## config.mk

```make
export PLATFORM = sky130hd
export DESIGN_NAME = vtg_top
export DESIGN_NICKNAME = d
export VERILOG_FILES = /design/src/rtl/vtg_pkg.sv /design/src/rtl/vtg_regfile.sv /design/src/rtl/vtg_ctrl.sv /design/src/rtl/vtg_datapath.sv /design/src/rtl/vtg_top.sv
export SDC_FILE = /design/constraint.sdc
export NUM_CORES = 1
export LEC_CHECK = 0
export BUFFER_PORTS_ARGS = -buffer_cell sky130_fd_sc_hd__buf_2
export CAP_MARGIN = 20
export CORE_MARGIN = 1
export CORE_UTILIZATION = 63
export DETAILED_ROUTE_END_ITERATION = 12
export HOLD_SLACK_MARGIN = 0.1
export PLACE_DENSITY_LB_ADDON = 0.3
export SLEW_MARGIN = 20
export SYNTH_ARGS = -nofsm -noshare
export SYNTH_HDL_FRONTEND = slang
export SYNTH_SLANG_ARGS = --single-unit
```

## constraint.sdc

```tcl
create_clock -name clk -period 4.5 [get_ports clk]
set_input_delay 1.125 -clock clk [delete_from_list [all_inputs] [get_ports clk]]
set_output_delay 1.125 -clock clk [all_outputs]
set_load 0.01 [all_outputs]
```

## src/rtl/vtg_pkg.sv

```systemverilog
package vtg_pkg;
  typedef enum logic [3:0] {
    IDX_RUN    = 4'd0,
    IDX_POL    = 4'd1,
    IDX_SKEW   = 4'd2,
    IDX_LINE   = 4'd3,
    IDX_FRAME  = 4'd4,
    IDX_VWIDTH = 4'd5,
    IDX_DISPH  = 4'd6,
    IDX_DISPV0 = 4'd7,
    IDX_DISPV1 = 4'd8,
    IDX_WINH   = 4'd9,
    IDX_WINV0  = 4'd10,
    IDX_WINV1  = 4'd11,
    IDX_UFL    = 4'd12,
    IDX_BORDER = 4'd13
  } regIdx_e;

  localparam int NUM_REGS = 14;

  typedef struct packed {
    logic run;
    logic hsync;
    logic vsync;
    logic inDisp;
    logic outsideWin;
    logic pixReq;
    logic frameStart;
  } strobe_t;
endpackage

```

## src/rtl/vtg_regfile.sv

```systemverilog
module vtg_regfile
  import vtg_pkg::*;
#(
  parameter int ADDR_W = 4,
  parameter int DATA_W = 32
) (
  input  logic              clk,
  input  logic              rstN,
  input  logic              regWe,
  input  logic [ADDR_W-1:0] regAddr,
  input  logic [DATA_W-1:0] regWrData,
  output logic [DATA_W-1:0] regWords [NUM_REGS]
);
  for (genvar i = 0; i < NUM_REGS; i++) begin : g_word
    always_ff @(posedge clk or negedge rstN) begin
      if (!rstN) regWords[i] <= '0;
      else if (regWe && (regAddr == ADDR_W'(i))) regWords[i] <= regWrData;
    end
  end
endmodule

```

## src/rtl/vtg_ctrl.sv

```systemverilog
module vtg_ctrl
  import vtg_pkg::*;
#(
  parameter int H_W = 15,
  parameter int F_W = 24
) (
  input  logic           clk,
  input  logic           rstN,
  input  logic           runEn,
  input  logic [H_W-1:0] lineLen,
  input  logic [H_W-1:0] hPulse,
  input  logic [H_W-1:0] skew,
  input  logic [F_W-1:0] frameLen,
  input  logic [F_W-1:0] vWidth,
  input  logic [H_W-1:0] dispHs,
  input  logic [H_W-1:0] dispHe,
  input  logic [F_W-1:0] dispVs,
  input  logic [F_W-1:0] dispVe,
  input  logic           winEn,
  input  logic [H_W-1:0] winHs,
  input  logic [H_W-1:0] winHe,
  input  logic [F_W-1:0] winVs,
  input  logic [F_W-1:0] winVe,
  output strobe_t        strb
);
  localparam int HX_W = H_W + 1;
  localparam int FX_W = F_W + 1;

  logic [H_W-1:0] lineCnt;
  logic [F_W-1:0] frameCnt;
  logic           frameWrap;
  logic           lineWrap;
  logic           inDispH, inDispV, inWinH, inWinV, inWin;
  logic [HX_W-1:0] hsEnd;

  assign frameWrap = (FX_W'(frameCnt) + FX_W'(1)) >= FX_W'(frameLen);
  assign lineWrap  = (HX_W'(lineCnt) + HX_W'(1)) >= HX_W'(lineLen);

  always_ff @(posedge clk or negedge rstN) begin
    if (!rstN) begin
      lineCnt  <= '0;
      frameCnt <= '0;
    end else if (!runEn) begin
      lineCnt  <= '0;
      frameCnt <= '0;
    end else if (frameWrap) begin
      lineCnt  <= '0;
      frameCnt <= '0;
    end else begin
      frameCnt <= frameCnt + F_W'(1);
      lineCnt  <= lineWrap ? '0 : lineCnt + H_W'(1);
    end
  end

  assign hsEnd   = HX_W'(skew) + HX_W'(hPulse);
  assign inDispH = (lineCnt >= dispHs) && (lineCnt <= dispHe);
  assign inDispV = (frameCnt >= dispVs) && (frameCnt <= dispVe);
  assign inWinH  = (lineCnt >= winHs) && (lineCnt <= winHe);
  assign inWinV  = (frameCnt >= winVs) && (frameCnt <= winVe);
  assign inWin   = inWinH && inWinV;

  always_comb begin
    strb            = '0;
    strb.run        = runEn;
    strb.hsync      = runEn && (lineCnt >= skew) && (HX_W'(lineCnt) < hsEnd);
    strb.vsync      = runEn && (frameCnt < vWidth);
    strb.inDisp     = runEn && inDispH && inDispV;
    strb.outsideWin = runEn && inDispH && inDispV && winEn && !inWin;
    strb.pixReq     = runEn && inDispH && inDispV && (!winEn || inWin);
    strb.frameStart = runEn && (frameCnt == '0);
  end
endmodule

```

## src/rtl/vtg_datapath.sv

```systemverilog
module vtg_datapath
  import vtg_pkg::*;
#(
  parameter int COLOR_W = 24
) (
  input  logic               clk,
  input  logic               rstN,
  input  strobe_t            strb,
  input  logic [COLOR_W-1:0] pixIn,
  input  logic               pixValid,
  input  logic [COLOR_W-1:0] borderColor,
  input  logic [COLOR_W-1:0] uflColor,
  input  logic               recoverEn,
  input  logic [2:0]         polBits,
  output logic               hsyncOut,
  output logic               vsyncOut,
  output logic               deOut,
  output logic [COLOR_W-1:0] pixOut,
  output logic               frameStart
);
  logic               ufSticky;
  logic               starved;
  logic [COLOR_W-1:0] nextPix;

  assign starved = strb.pixReq && !pixValid;

  always_comb begin
    if (!strb.inDisp)             nextPix = '0;
    else if (strb.outsideWin)     nextPix = borderColor;
    else if (starved || ufSticky) nextPix = uflColor;
    else                          nextPix = pixIn;
  end

  always_ff @(posedge clk or negedge rstN) begin
    if (!rstN) begin
      ufSticky <= 1'b0;
    end else if (!strb.run) begin
      ufSticky <= 1'b0;
    end else if (starved && recoverEn) begin
      ufSticky <= 1'b1;
    end else if (strb.frameStart) begin
      ufSticky <= 1'b0;
    end
  end

  always_ff @(posedge clk or negedge rstN) begin
    if (!rstN) begin
      hsyncOut   <= 1'b0;
      vsyncOut   <= 1'b0;
      deOut      <= 1'b0;
      pixOut     <= '0;
      frameStart <= 1'b0;
    end else begin
      hsyncOut   <= strb.hsync ^ polBits[0];
      vsyncOut   <= strb.vsync ^ polBits[1];
      deOut      <= strb.inDisp ^ polBits[2];
      pixOut     <= nextPix;
      frameStart <= strb.frameStart;
    end
  end
endmodule

```

## src/rtl/vtg_top.sv

```systemverilog
module vtg_top
  import vtg_pkg::*;
#(
  parameter int H_W     = 15,
  parameter int F_W     = 24,
  parameter int COLOR_W = 24
) (
  input  logic               clk,
  input  logic               rstN,
  input  logic               regWe,
  input  logic [3:0]         regAddr,
  input  logic [31:0]        regWrData,
  input  logic [COLOR_W-1:0] pixIn,
  input  logic               pixValid,
  output logic               pixReq,
  output logic               hsyncOut,
  output logic               vsyncOut,
  output logic               deOut,
  output logic [COLOR_W-1:0] pixOut,
  output logic               frameStart
);
  localparam int HI_LSB = 16;
  localparam int EN_BIT = 31;

  logic [31:0] regWords [NUM_REGS];
  strobe_t     strb;
  logic        winEn;

  vtg_regfile #(.ADDR_W(4), .DATA_W(32)) regs_i (
    .clk(clk), .rstN(rstN), .regWe(regWe), .regAddr(regAddr),
    .regWrData(regWrData), .regWords(regWords)
  );

  assign winEn = regWords[IDX_WINH][EN_BIT] && regWords[IDX_WINV0][EN_BIT];

  vtg_ctrl #(.H_W(H_W), .F_W(F_W)) ctrl_i (
    .clk(clk), .rstN(rstN),
    .runEn(regWords[IDX_RUN][0]),
    .lineLen(regWords[IDX_LINE][HI_LSB +: H_W]),
    .hPulse(regWords[IDX_LINE][H_W-1:0]),
    .skew(regWords[IDX_SKEW][H_W-1:0]),
    .frameLen(regWords[IDX_FRAME][F_W-1:0]),
    .vWidth(regWords[IDX_VWIDTH][F_W-1:0]),
    .dispHs(regWords[IDX_DISPH][H_W-1:0]),
    .dispHe(regWords[IDX_DISPH][HI_LSB +: H_W]),
    .dispVs(regWords[IDX_DISPV0][F_W-1:0]),
    .dispVe(regWords[IDX_DISPV1][F_W-1:0]),
    .winEn(winEn),
    .winHs(regWords[IDX_WINH][H_W-1:0]),
    .winHe(regWords[IDX_WINH][HI_LSB +: H_W]),
    .winVs(regWords[IDX_WINV0][F_W-1:0]),
    .winVe(regWords[IDX_WINV1][F_W-1:0]),
    .strb(strb)
  );

  assign pixReq = strb.pixReq;

  vtg_datapath #(.COLOR_W(COLOR_W)) dp_i (
    .clk(clk), .rstN(rstN), .strb(strb),
    .pixIn(pixIn), .pixValid(pixValid),
    .borderColor(regWords[IDX_BORDER][COLOR_W-1:0]),
    .uflColor(regWords[IDX_UFL][COLOR_W-1:0]),
    .recoverEn(regWords[IDX_UFL][EN_BIT]),
    .polBits(regWords[IDX_POL][2:0]),
    .hsyncOut(hsyncOut), .vsyncOut(vsyncOut), .deOut(deOut),
    .pixOut(pixOut), .frameStart(frameStart)
  );
endmodule

```

==> flow_results.xml <==
<?xml version="1.0" encoding="UTF-8"?>
<metrics>
  <group name="outcome">
    <metric name="status" unit="">complete, but fails checks</metric>
    <metric name="violated_checks" unit="">negative setup slack</metric>
  </group>
  <group name="finish">
    <metric name="antenna_cells" unit="">0</metric>
    <metric name="final_layout_net_count" unit="">2505</metric>
    <metric name="drive_gt1_frac" unit="">0.167</metric>
    <metric name="final_core_utilization" unit="">0.708</metric>
    <metric name="instances_no_fill" unit="">2652</metric>
    <metric name="most_frequent_cells_in_the_layout" unit="">dfrtp_1, ha_1, inv_1</metric>
    <metric name="most_common_cell_after_layout_fill_and_taps_aside" unit="">dfrtp_1</metric>
    <metric name="layout_overhead_on_the_synthesized_area" unit="%">10.9</metric>
  </group>
  <group name="min_path">
    <metric name="hp-start" unit="">regs_i.regWords[386]</metric>
    <metric name="holdCritPathClass" unit="">flip-flop to flip-flop</metric>
    <metric name="hold_end" unit="">dp_i.deOut</metric>
    <metric name="min_delay_path_depth" unit="">1</metric>
  </group>
  <group name="synthesis">
    <metric name="synth-seq-area-share" unit="">0.436</metric>
    <metric name="post_synth_inst_count" unit="">2101</metric>
    <metric name="synth_warnings" unit="">0</metric>
    <metric name="most_used_flip_flop_cell_after_synthesis" unit="">dfrtp_1</metric>
    <metric name="yosysTopAreaCell" unit="">dfrtp_1</metric>
    <metric name="postSynthAreaPerCell" unit="µm²">10.2</metric>
    <metric name="synth.top_cell.area_share" unit="">0.436</metric>
    <metric name="synth_cell_type_count" unit="">67</metric>
    <metric name="postSynth.asyncResetShare" unit="">1.00</metric>
    <metric name="synth-seq-cells" unit="">372</metric>
    <metric name="netlist_top_cells_area" unit="">dfrtp_1, ha_1, mux2_2, o21ai_0, inv_1</metric>
    <metric name="synthesis.area" unit="µm²">21300</metric>
    <metric name="syn_nets" unit="">2431</metric>
    <metric name="synth_enable_flop_cells" unit="">0</metric>
  </group>
  <group name="detailed_routing">
    <metric name="viasPerCell" unit="">6.07</metric>
    <metric name="via_count" unit="">16100</metric>
    <metric name="wl_met2" unit="µm">25900</metric>
    <metric name="wl_met1" unit="µm">24000</metric>
    <metric name="drtPass1Iterations" unit="">5</metric>
    <metric name="drc" unit="">0</metric>
    <metric name="detail_route.iter0.violations" unit="">1352</metric>
    <metric name="detail_route.wirelength" unit="µm">56200</metric>
    <metric name="post_drt_antenna_nets" unit="">0</metric>
    <metric name="top_signal_layer_used" unit="">met4</metric>
    <metric name="wl_per_cell" unit="µm">21.2</metric>
    <metric name="dr_wl_met3" unit="µm">3540</metric>
  </group>
  <group name="grt">
    <metric name="grt.overflow.total" unit="">0</metric>
    <metric name="antenna_found_initial" unit="">0</metric>
    <metric name="grt_max_degree" unit="">88</metric>
    <metric name="first_global_vias" unit="">16500</metric>
    <metric name="grt_pass1_wl" unit="µm">88500</metric>
    <metric name="grt_usage" unit="">0.338</metric>
  </group>
  <group name="place">
    <metric name="place_inst" unit="">2580</metric>
    <metric name="placed_wire_length_estimate_after_detailed_placement" unit="µm">38900</metric>
    <metric name="place_congestion" unit="">0.931</metric>
    <metric name="pre_cts_setup_slack" unit="ns">0.255</metric>
    <metric name="io_buffers" unit="">92</metric>
  </group>
  <group name="clock_network">
    <metric name="cts_root_buffer" unit="">clkbuf_16</metric>
    <metric name="insertion_delay" unit="ns">0.58</metric>
    <metric name="ctsHtreeMaxLevel" unit="">2</metric>
    <metric name="clock_sinks" unit="">372</metric>
    <metric name="holdBufCountCts" unit="">0</metric>
    <metric name="cts_tree" unit="">done</metric>
    <metric name="cts_setup_buffers" unit="">0</metric>
    <metric name="cts_buf_count" unit="">41</metric>
    <metric name="clock_path_buffers" unit="">3</metric>
    <metric name="cts.reportedPaths.clkPinSlew" unit="ns">0.06</metric>
  </group>
  <group name="timing">
    <metric name="fin_crit" unit="ns">4.54</metric>
    <metric name="slew_violations" unit="">0</metric>
    <metric name="timing.setup.tns" unit="ns">-0.0399</metric>
    <metric name="finalSetupViolations" unit="">1</metric>
    <metric name="fin_crit_sh" unit="">1.01</metric>
    <metric name="worst_margin_pin_slew" unit="ns">1.05</metric>
    <metric name="fmax" unit="GHz">0.220</metric>
    <metric name="setup_slack" unit="ns">-0.0399</metric>
    <metric name="worst_slew_margin_rel" unit="">0.301</metric>
    <metric name="finalHoldViolations" unit="">0</metric>
    <metric name="grt_setup_unrepaired" unit="">true</metric>
    <metric name="skew" unit="ns">0.0256</metric>
  </group>
  <group name="floorplanning">
    <metric name="chipHeight" unit="µm">186</metric>
    <metric name="floorplan.rows" unit="">67</metric>
    <metric name="design.die.area" unit="µm²">34600</metric>
    <metric name="io_pins" unit="">93</metric>
    <metric name="initial_core_util" unit="">0.638</metric>
    <metric name="fp.coreArea" unit="µm²">33400</metric>
    <metric name="chip_width" unit="µm">186</metric>
  </group>
  <group name="worst_setup_path">
    <metric name="reg2reg_slack" unit="ns">0.35</metric>
    <metric name="crit_fanout" unit="">7</metric>
    <metric name="timing.setup.critical_path_class" unit="">flip-flop to output port</metric>
    <metric name="worstPathRequired" unit="ns">3.38</metric>
    <metric name="worst_setup_path_end_kind" unit="">output port</metric>
    <metric name="reg2reg_depth" unit="">14</metric>
    <metric name="r2r_start" unit="">ctrl_i.frameCnt[3]</metric>
    <metric name="crit_chain" unit="">ha_1, a2111o_1, a31oi_1, o21ai_0, a221oi_2, o211ai_1, and4_1, inv_2, nor2_1, buf_2</metric>
    <metric name="delay_heaviest_family_cp" unit="">compound AO/OA/AOI/OAI gates</metric>
    <metric name="timing.rr.end" unit="">ctrl_i.lineCnt[10]</metric>
    <metric name="cp-start-kind" unit="">flip-flop</metric>
    <metric name="crit_path_max_incr_delay" unit="ns">0.49</metric>
    <metric name="critPathArrivalTime" unit="ns">3.41</metric>
    <metric name="critical_path_buf_inv_count" unit="">2</metric>
    <metric name="critPathSlowestCell" unit="">dfrtp_1</metric>
  </group>
  <group name="power_and_ir_drop">
    <metric name="seq_power_share" unit="">0.421</metric>
    <metric name="power_density" unit="nW/µm²">434</metric>
    <metric name="pwr-share-comb" unit="">0.256</metric>
    <metric name="p_int" unit="µW">7060</metric>
    <metric name="p_leak" unit="µW">0.0121</metric>
    <metric name="clkPwrFrac" unit="">0.323</metric>
    <metric name="peakVddDrop" unit="V">0.000342</metric>
    <metric name="power.switching_fraction" unit="">0.313</metric>
    <metric name="reported_net_switching_power" unit="µW">3210</metric>
    <metric name="post-layout-total-power" unit="µW">10300</metric>
  </group>
  <group name="job">
    <metric name="max_cap_violations" unit="">0</metric>
  </group>
</metrics>
area by class of cell:
cell class | count | area [µm²]
multi-input combinational | 1397 | 10800
fill | 2416 | 9780
sequential | 372 | 9310
clock buffer | 64 | 1230
inverter | 240 | 901
timing repair buffer | 123 | 766
tap | 448 | 561
clock inverter | 8 | 90.1
repair_timing:
| item | in CTS | in global routing |
|---|---|---|
| endpoints found under the setup margin | 1 | 16 |
| resized for setup | 1 | 2 |
| pin swaps | 0 | 0 |
worst max path at each step:
stage / start / to / slack [ns] / cells past startpoint
2_1_floorplan: ctrl_i.frameCnt[10] / ctrl_i.lineCnt[10] / 0.99 / 15
3_3_place_gp: ctrl_i.frameCnt[3] / ctrl_i.lineCnt[12] / 0.46 / 14
3_5_place_dp: ctrl_i.frameCnt[3] / ctrl_i.lineCnt[10] / 0.26 / 14
4_1_cts: ctrl_i.frameCnt[5] / pixReq / 0.009 / 10
5_1_grt: ctrl_i.frameCnt[5] / pixReq / -0.14 / 10
6_report: ctrl_i.frameCnt[5] / pixReq / -0.04 / 10
synthesized netlist by cell type (33+ instances only):
cell	instances
clkbuf_1	77
dfrtp_1	372
mux2_2	142
nor2_1	38
inv_1	239
nand4_1	35
and3_1	33
ha_1	265
nand2_1	216
a21o_1	57
a21oi_1	87
o21ai_0	197
logic make-up after synthesis:
logic type,synth area share
adders and majority gates,0.156
AOI/OAI and AO/OA,0.133
muxes,0.0872
and+or+nand+nor,0.108
xor gates and xnor gates,0.0201
buffers and inverters,0.0596
DFF,0.436
registers in the layout, summed over array words and instances, names as in the netlist:
signal           count
dp_i.hsyncOut        1
dp_i.frameStart      1
ctrl_i.lineCnt      15
dp_i.vsyncOut        1
regs_i.regWords    304
dp_i.ufSticky        1
dp_i.pixOut         24
dp_i.deOut           1
ctrl_i.frameCnt     24
layer usage:
metal,track usage,vias up
li1,-,7468
met1,0.446,7963
met2,0.542,508
met3,0.0571,169
met4,0.159,0
met5,0,-
metrics by stage:
stage	cell area, µm²	hold WS (ns)
floorplan	21300	0.436
global placement	22300	0.466
detailed placement	22300	0.461
CTS	23700	0.475
global route	23700	0.498
finish	23700	0.480
power groups by stage:
stage	Sequential, µW	Clock, µW	Combinational [µW]
6_report	4320	3320	2630
2_1_floorplan	4280	0	1850
3_3_place_gp	4330	0	2410
5_1_grt	4390	3490	2960
3_5_place_dp	4370	0	2570
4_1_cts	4320	3360	2610
Power figures use the tool's default switching activity.
